`src/rtl/gpio_bank_pkg.sv`:
```
package gpio_bank_pkg;

    localparam int SUB_W = 8;

    typedef enum logic [2:0] {
        BK_LEVEL = 3'd0,
        BK_DIR   = 3'd1,
        BK_SET   = 3'd2,
        BK_CLR   = 3'd3,
        BK_RISE  = 3'd4,
        BK_FALL  = 3'd5,
        BK_EDGE  = 3'd6,
        BK_ALT   = 3'd7
    } bank_e;

    typedef struct packed {
        logic             hit;
        bank_e            bank;
        logic [SUB_W-1:0] sub;
    } dec_t;

    // Word index -> bank and word within bank; the last bank is twice as long.
    function automatic dec_t decode_word(int unsigned widx, int unsigned nw);
        dec_t d;
        int unsigned b;
        b = widx / nw;
        d.hit  = 1'b0;
        d.bank = BK_LEVEL;
        d.sub  = '0;
        if (b < 7) begin
            d.hit  = 1'b1;
            d.bank = bank_e'(b[2:0]);
            d.sub  = SUB_W'(widx - b * nw);
        end else if (widx < 9 * nw) begin
            d.hit  = 1'b1;
            d.bank = BK_ALT;
            d.sub  = SUB_W'(widx - 7 * nw);
        end
        return d;
    endfunction

endpackage

```
`src/rtl/gpio_in_sync.sv`:
```
module gpio_in_sync #(
    parameter int WIDTH  = 64,
    parameter int STAGES = 2
) (
    input  logic             clk,
    input  logic             rst,
    input  logic [WIDTH-1:0] d,
    output logic [WIDTH-1:0] q
);
    logic [WIDTH-1:0] stage [STAGES];

    for (genvar s = 0; s < STAGES; s++) begin : g_stage
        if (s == 0) begin : g_first
            always_ff @(posedge clk) begin
                if (rst) stage[0] <= '0;
                else     stage[0] <= d;
            end
        end else begin : g_next
            always_ff @(posedge clk) begin
                if (rst) stage[s] <= '0;
                else     stage[s] <= stage[s-1];
            end
        end
    end

    assign q = stage[STAGES-1];
endmodule

```
`src/rtl/gpio_store.sv`:
```
module gpio_store
    import gpio_bank_pkg::*;
#(
    parameter int NUM_PINS = 64,
    localparam int NW      = NUM_PINS / 32,
    localparam int NA      = 2 * NW
) (
    input  logic                  clk,
    input  logic                  rst,
    input  logic                  wr_en,
    input  bank_e                 bank,
    input  logic [SUB_W-1:0]      sub,
    input  logic [31:0]           wdata,
    output logic [NUM_PINS-1:0]   dir_q,
    output logic [NUM_PINS-1:0]   out_q,
    output logic [2*NUM_PINS-1:0] alt_q
);
    logic [31:0] dir_w [NW];
    logic [31:0] out_w [NW];
    logic [31:0] alt_w [NA];

    for (genvar w = 0; w < NW; w++) begin : g_pinword
        logic sel;
        assign sel = wr_en && (sub == SUB_W'(w));

        always_ff @(posedge clk) begin
            if (rst) begin
                dir_w[w] <= '0;
                out_w[w] <= '0;
            end else if (sel) begin
                case (bank)
                    BK_DIR: dir_w[w] <= wdata;
                    BK_SET: out_w[w] <= out_w[w] | wdata;
                    BK_CLR: out_w[w] <= out_w[w] & ~wdata;
                    default: ;
                endcase
            end
        end

        assign dir_q[w*32 +: 32] = dir_w[w];
        assign out_q[w*32 +: 32] = out_w[w];
    end

    for (genvar a = 0; a < NA; a++) begin : g_altword
        always_ff @(posedge clk) begin
            if (rst)
                alt_w[a] <= '0;
            else if (wr_en && bank == BK_ALT && sub == SUB_W'(a))
                alt_w[a] <= wdata;
        end
        assign alt_q[a*32 +: 32] = alt_w[a];
    end
endmodule

```
`src/rtl/gpio_rd_mux.sv`:
```
module gpio_rd_mux
    import gpio_bank_pkg::*;
#(
    parameter int NUM_PINS = 64,
    localparam int NW      = NUM_PINS / 32,
    localparam int NA      = 2 * NW
) (
    input  logic                  hit,
    input  bank_e                 bank,
    input  logic [SUB_W-1:0]      sub,
    input  logic [NUM_PINS-1:0]   level,
    input  logic [NUM_PINS-1:0]   dir,
    input  logic [2*NUM_PINS-1:0] alt,
    output logic [31:0]           rd_word
);
    always_comb begin
        rd_word = '0;
        if (hit) begin
            for (int w = 0; w < NW; w++) begin
                if (sub == SUB_W'(w)) begin
                    if (bank == BK_LEVEL) rd_word = level[w*32 +: 32];
                    if (bank == BK_DIR)   rd_word = dir[w*32 +: 32];
                end
            end
            for (int a = 0; a < NA; a++) begin
                if (bank == BK_ALT && sub == SUB_W'(a))
                    rd_word = alt[a*32 +: 32];
            end
        end
    end
endmodule

```
`src/rtl/gpio_bank_ctrl.sv`:
```
module gpio_bank_ctrl
    import gpio_bank_pkg::*;
#(
    parameter int NUM_PINS = 64,
    parameter int ADDR_W   = 12,
    parameter int SYNC_STAGES = 2
) (
    input  logic                  clk,
    input  logic                  rst,
    input  logic [ADDR_W-1:0]     bus_addr,
    input  logic                  bus_we,
    input  logic [31:0]           bus_wdata,
    output logic [31:0]           bus_rdata,
    input  logic [NUM_PINS-1:0]   pin_in,
    output logic [NUM_PINS-1:0]   pin_out,
    output logic [NUM_PINS-1:0]   pin_oe,
    output logic [2*NUM_PINS-1:0] pin_alt
);
    localparam int NW = NUM_PINS / 32;

    dec_t             dec;
    logic             hit;
    logic [NUM_PINS-1:0] level;
    logic [31:0]      rd_word;
    logic [31:0]      rdata_q;

    always_comb begin
        dec = decode_word(int'(bus_addr[ADDR_W-1:2]), NW);
        hit = dec.hit && (bus_addr[1:0] == 2'b00);
    end

    gpio_in_sync #(.WIDTH(NUM_PINS), .STAGES(SYNC_STAGES)) u_sync (
        .clk (clk),
        .rst (rst),
        .d   (pin_in),
        .q   (level)
    );

    gpio_store #(.NUM_PINS(NUM_PINS)) u_store (
        .clk   (clk),
        .rst   (rst),
        .wr_en (bus_we && hit),
        .bank  (dec.bank),
        .sub   (dec.sub),
        .wdata (bus_wdata),
        .dir_q (pin_oe),
        .out_q (pin_out),
        .alt_q (pin_alt)
    );

    gpio_rd_mux #(.NUM_PINS(NUM_PINS)) u_rdmux (
        .hit     (hit),
        .bank    (dec.bank),
        .sub     (dec.sub),
        .level   (level),
        .dir     (pin_oe),
        .alt     (pin_alt),
        .rd_word (rd_word)
    );

    always_ff @(posedge clk) begin
        if (rst) rdata_q <= '0;
        else     rdata_q <= rd_word;
    end

    assign bus_rdata = rdata_q;
endmodule

```
`config.mk`:
```
export PLATFORM = sky130hd
export DESIGN_NAME = gpio_bank_ctrl
export DESIGN_NICKNAME = d
export VERILOG_FILES = /design/src/rtl/gpio_bank_pkg.sv /design/src/rtl/gpio_in_sync.sv /design/src/rtl/gpio_store.sv /design/src/rtl/gpio_rd_mux.sv /design/src/rtl/gpio_bank_ctrl.sv
export SDC_FILE = /design/constraint.sdc
export NUM_CORES = 1
export LEC_CHECK = 0
export BUFFER_PORTS_ARGS = -buffer_cell sky130_fd_sc_hd__clkbuf_2
export CAP_MARGIN = 30
export CORE_UTILIZATION = 50
export CTS_CLUSTER_SIZE = 14
export DETAILED_ROUTE_END_ITERATION = 10
export GPL_TIMING_DRIVEN = 0
export PLACE_DENSITY = 0.75
export SLEW_MARGIN = 20
export SYNTH_ARGS = -nofsm -noshare
export SYNTH_HDL_FRONTEND = slang
export SYNTH_SLANG_ARGS = --single-unit
```
`constraint.sdc`:
```
create_clock -name clk -period 4 [get_ports clk]
set_clock_uncertainty 0.15 [all_clocks]
set_input_delay 0.8 -clock clk [delete_from_list [all_inputs] [get_ports clk]]
set_output_delay 0.8 -clock clk [all_outputs]
set_load 0.02 [all_outputs]
```
==> reports/summary.md <==
Fill cells in the final layout number 2652. The number of warnings printed during yosys synthesis is 0. Predominant post-synthesis flop cell: sky130_fd_sc_hd__edfxtp_1.

The critical-path cell with the highest stage delay was sky130_fd_sc_hd__clkbuf_1. The vertical die dimension is 185 um, and the core outline area is 32700 um2. For the met2 track utilization from global routing, the log shows 0.526. The run gives 6 as the first-pass iteration count of the detailed router. After clock tree synthesis, the clock-pin slew on the worst setup and hold paths is 60 ps. The run gives 4 as the number of antenna violations at the first check in global routing. In this run the worst setup path terminates at u_store.dir_w[1][29]$_SDFFCE_PN0P_. Summing every instance area after synthesis gives 16700 um2. The number of setup violations in the final report is 0. After the first detailed-routing iteration, the DRC count stood at 1585. The tools report the full die area as 34200 um2.

Summing all multi-input logic gate instances after layout gives 5290 um2. The floorplan has 66 rows. The required time reported for the critical path endpoint was 4080 ps. After global routing, the most crowded layer is met2. The number of buffers inserted by port buffering is 364, and the final clock period utilization by the worst path is 0.956.

In this run the horizontal extent of the chip is 185 um. The logs give 540 ps for the latest clock arrival within the worst-skew pair and 0 for the hold violation total from the final report. Yosys mapped a number of flops with a built-in enable equal to 256. The tools report the source of the worst register-to-register timing path as u_store.dir_w[0][14]$_SDFFCE_PN0P_. The relative max-transition margin is 0.323. The H-tree was split into 2 levels. The run gives 0.00841 uW as the static leakage power. Synthesis produced 1417 cells. The count of final max-slew check failures is 0. STA classifies the critical path endpoint as a register. The routed design has 58.1 mm of wire. Using the TritonRoute via totals, the vias-per-cell ratio works out to 5.76. The global placer's final weighted congestion is 0.952, and the number of buffers inserted during clock tree synthesis is 43. For the initial cell density of the core, the log shows 0.512. Walking the worst path, the cells encountered are clkbuf_2, buf_2, nor4b_1, clkbuf_1, buf_1, a31o_2, buf_16.

For the detailed-route DRC error count, the log shows 0. The worst setup slack for register-to-register paths is 2280 ps. The share of cells above drive strength 1 came out at 0.255. By area the synthesized netlist is led by sky130_fd_sc_hd__edfxtp_1 (46%), sky130_fd_sc_hd__dfxtp_1 (19%), sky130_fd_sc_hd__and2_1 (4.8%), sky130_fd_sc_hd__nor2b_1 (4.8%), sky130_fd_sc_hd__and3_1 (2.6%). TritonCTS built the clock tree.

For this design, the CTS-stage hold fixing added 0 buffers. For the pin with the worst max-slew slack, the measured transition is 1010 ps. The post-synthesis async set-or-reset flop share came out at 0. The cell sitting at the root of the clock tree is a sky130_fd_sc_hd__clkbuf_16.

The clock tree buffer depth came out at 3. The setup path with the least slack is of type primary input to register. Synthesis produced a netlist with a net count of 1529.

The number of routed nets with antenna violations is 0. The all-layer global routing usage is 0.333. The maximum net fanout on the critical path is 19. Summing all flip-flop and latch instances after layout gives 10900 um2.

The remaining global-route overflow is 0. The worst path in the final design needs a cycle of 3830 ps, including I/O delays and setup. The cell area after placement was 19200 um2.

For the met1 routing resource usage after global routing, the log shows 0.432. The tools report the maximum operating frequency as 261 MHz. The run gives 0.633 as the final cell utilization of the core. Fraction of post-synthesis cell area in the top cell type by area: 0.459.

The post-route setup TNS is 0 ps, and the total power density per cell area is 470 nW/um2. The leading area contributor after synthesis was sky130_fd_sc_hd__edfxtp_1. On the worst path, the slowest cell contributes a delay of 670 ps. For the final worst setup slack, the log shows 175 ps.

The tool flagged a number of max-cap violations equal to 0. In this run, distinct cell masters in the synthesized netlist total 54. In this run the post-CTS setup repair buffer count came out at 0. The final hold slack is 280 ps.

Once the clock tree was built, the resizer swapped 0 gates to a different size. The run gives 0.0987 as the global-route met3 utilization. The total number of vias was 13300. The run gives 12600 as the via count of the first global-routing pass. Worst IR drop on VDD: 0.291 mV.

After synthesis, the mean cell area works out to 11.8 um2. For this design the top-level I/O count stands at 399. The flow ran to the end, and the final reports show no timing, DRC or antenna violations. Data arrives at the worst endpoint at 3910 ps. Entering global routing, the biggest net connects 33 pins. The run gives 20700 um2 as the area of all placed cells without fillers. The net count of the finished layout is 1942. The path type of the worst min-delay path was register to register. The critical path starts at bus_addr[6]. The fraction of the yosys area taken by sequential cells is 0.651. Relative to the synthesized area, the layout overhead comes to 23.7%. The worst register-to-register path ends at bus_rdata[14]$_SDFF_PP0_. In the final routed layout, each cell accounts on average for 25.1 um. The clock drives 416 sinks.

Before CTS, the worst setup slack after placement is -375 ps. The detailed placer's ending HPWL is 43.1 mm. Number of synthesized register bits: 416. The first global-routing pass estimated 82.1 mm of wire. The worst setup path is launched from a primary input. The worst register-to-register path has a depth of 5.
-- cells in the final DEF (no fill, tap or decap), types with 5 or more instances in the layout --
cell / count
sky130_fd_sc_hd__a211o_1: 5
sky130_fd_sc_hd__a211oi_1: 34
sky130_fd_sc_hd__a21oi_1: 68
sky130_fd_sc_hd__a221o_1: 15
sky130_fd_sc_hd__a221oi_1: 17
sky130_fd_sc_hd__a22oi_1: 27
sky130_fd_sc_hd__and2_1: 129
sky130_fd_sc_hd__and3_1: 69
sky130_fd_sc_hd__buf_1: 38
sky130_fd_sc_hd__buf_2: 11
sky130_fd_sc_hd__clkbuf_1: 97
sky130_fd_sc_hd__clkbuf_16: 48
sky130_fd_sc_hd__clkbuf_2: 365
sky130_fd_sc_hd__clkbuf_8: 7
sky130_fd_sc_hd__dfxtp_1: 160
sky130_fd_sc_hd__diode_2: 5
sky130_fd_sc_hd__edfxtp_1: 256
sky130_fd_sc_hd__mux2i_1: 31
sky130_fd_sc_hd__nand2_1: 67
sky130_fd_sc_hd__nand3_1: 33
sky130_fd_sc_hd__nor2_1: 88
sky130_fd_sc_hd__nor2b_1: 128
sky130_fd_sc_hd__nor3_1: 9
sky130_fd_sc_hd__nor4_1: 7
sky130_fd_sc_hd__o21ai_0: 44
sky130_fd_sc_hd__o21ai_1: 12
sky130_fd_sc_hd__o32ai_1: 15
sky130_fd_sc_hd__or4_1: 15
-- worst min path at each step --
stage,from,to,cells after the start
5_1_grt,u_sync.stage[0][59]$_SDFF_PP0_,u_sync.stage[1][59]$_SDFF_PP0_,1
6_report,u_sync.stage[0][39]$_SDFF_PP0_,u_sync.stage[1][39]$_SDFF_PP0_,1
3_3_place_gp,u_sync.stage[0][0]$_SDFF_PP0_,u_sync.stage[1][0]$_SDFF_PP0_,1
2_1_floorplan,u_sync.stage[0][0]$_SDFF_PP0_,u_sync.stage[1][0]$_SDFF_PP0_,1
4_1_cts,u_sync.stage[0][39]$_SDFF_PP0_,u_sync.stage[1][39]$_SDFF_PP0_,1
3_5_place_dp,u_sync.stage[0][39]$_SDFF_PP0_,u_sync.stage[1][39]$_SDFF_PP0_,1
-- metal layers --
layer	part of all wire	wire (um)
met5	0	0
met4	0.038	2220
met3	0.12	7190
met2	0.46	26500
met1	0.38	22100
-- logic make-up (layout without fill, tap and decap cells) --
logic type / Yosys count / count (layout) / share of synthesized area
AO/OA/AOI/OAI: 257 / 257 / 0.104
multiplexers: 31 / 31 / 0.0185
flip-flops: 416 / 416 / 0.651
buffers and inverters: 143 / 588 / 0.0339
AND/OR/NAND/NOR: 568 / 568 / 0.192
XOR/XNOR: 1 / 1 / 0.000524
other: 0 / 5 / 0
adder cells (fa/ha/maj): 1 / 1 / 0.000748
-- worst max-delay path, delay by kind of cell --
kind / cells / cell delay, ps
buffers and inverters: 5 / 1900
and+or+nand+nor: 1 / 580
AOI/OAI and AO/OA: 1 / 620
-- synth_stat cells (all sizes together), types with 4 or more instances --
cell type  number
edfxtp        256
dfxtp         160
and2          129
nor2b         128
clkbuf         89
nor2           89
and3           69
a21oi          68
nand2          67
o21ai          56
buf            51
a211oi         34
nand3          34
mux2i          31
a22oi          27
a221oi         17
or4            16
a221o          15
o32ai          15
nor3           11
nor4           11
a211o           5
a21o            5
a31oi           4
nor4b           4
-- area by class of cell --
type                    count  share of cell area
inverters                   3            0.000544
well taps                 442              0.0267
clock buffers              64              0.0644
repair buffers            368              0.0922
clock inverters            13             0.00737
flip-flops and latches    416               0.526
plain buffers             140              0.0269
multi-input cells         858               0.255
diodes                      5            0.000604
-- through the flow --
| stage | total power, uW | cells |
|---|---|---|
| floorplan | 5290 | 1417 |
| global placement | 5620 | 2223 |
| detailed placement | 5630 | 2226 |
| CTS | 9730 | 2303 |
| global route | 9970 | 2307 |
| finish | 9740 | 2309 |
-- power breakdown --
group          internal [uW]  total (uW)  switching (uW)
logic                    211         721             511
registers               4730        4840             114
clock network           2500        4180            1670
total                   7440        9740            2300
-- state kept, by name, summed over array words and instances (netlist names) --
signal	count
u_sync.stage	128
u_store.out_w	64
u_store.alt_w	128
u_store.dir_w	64
bus_rdata	32
Note: power is estimated with default switching activity, not from simulation.
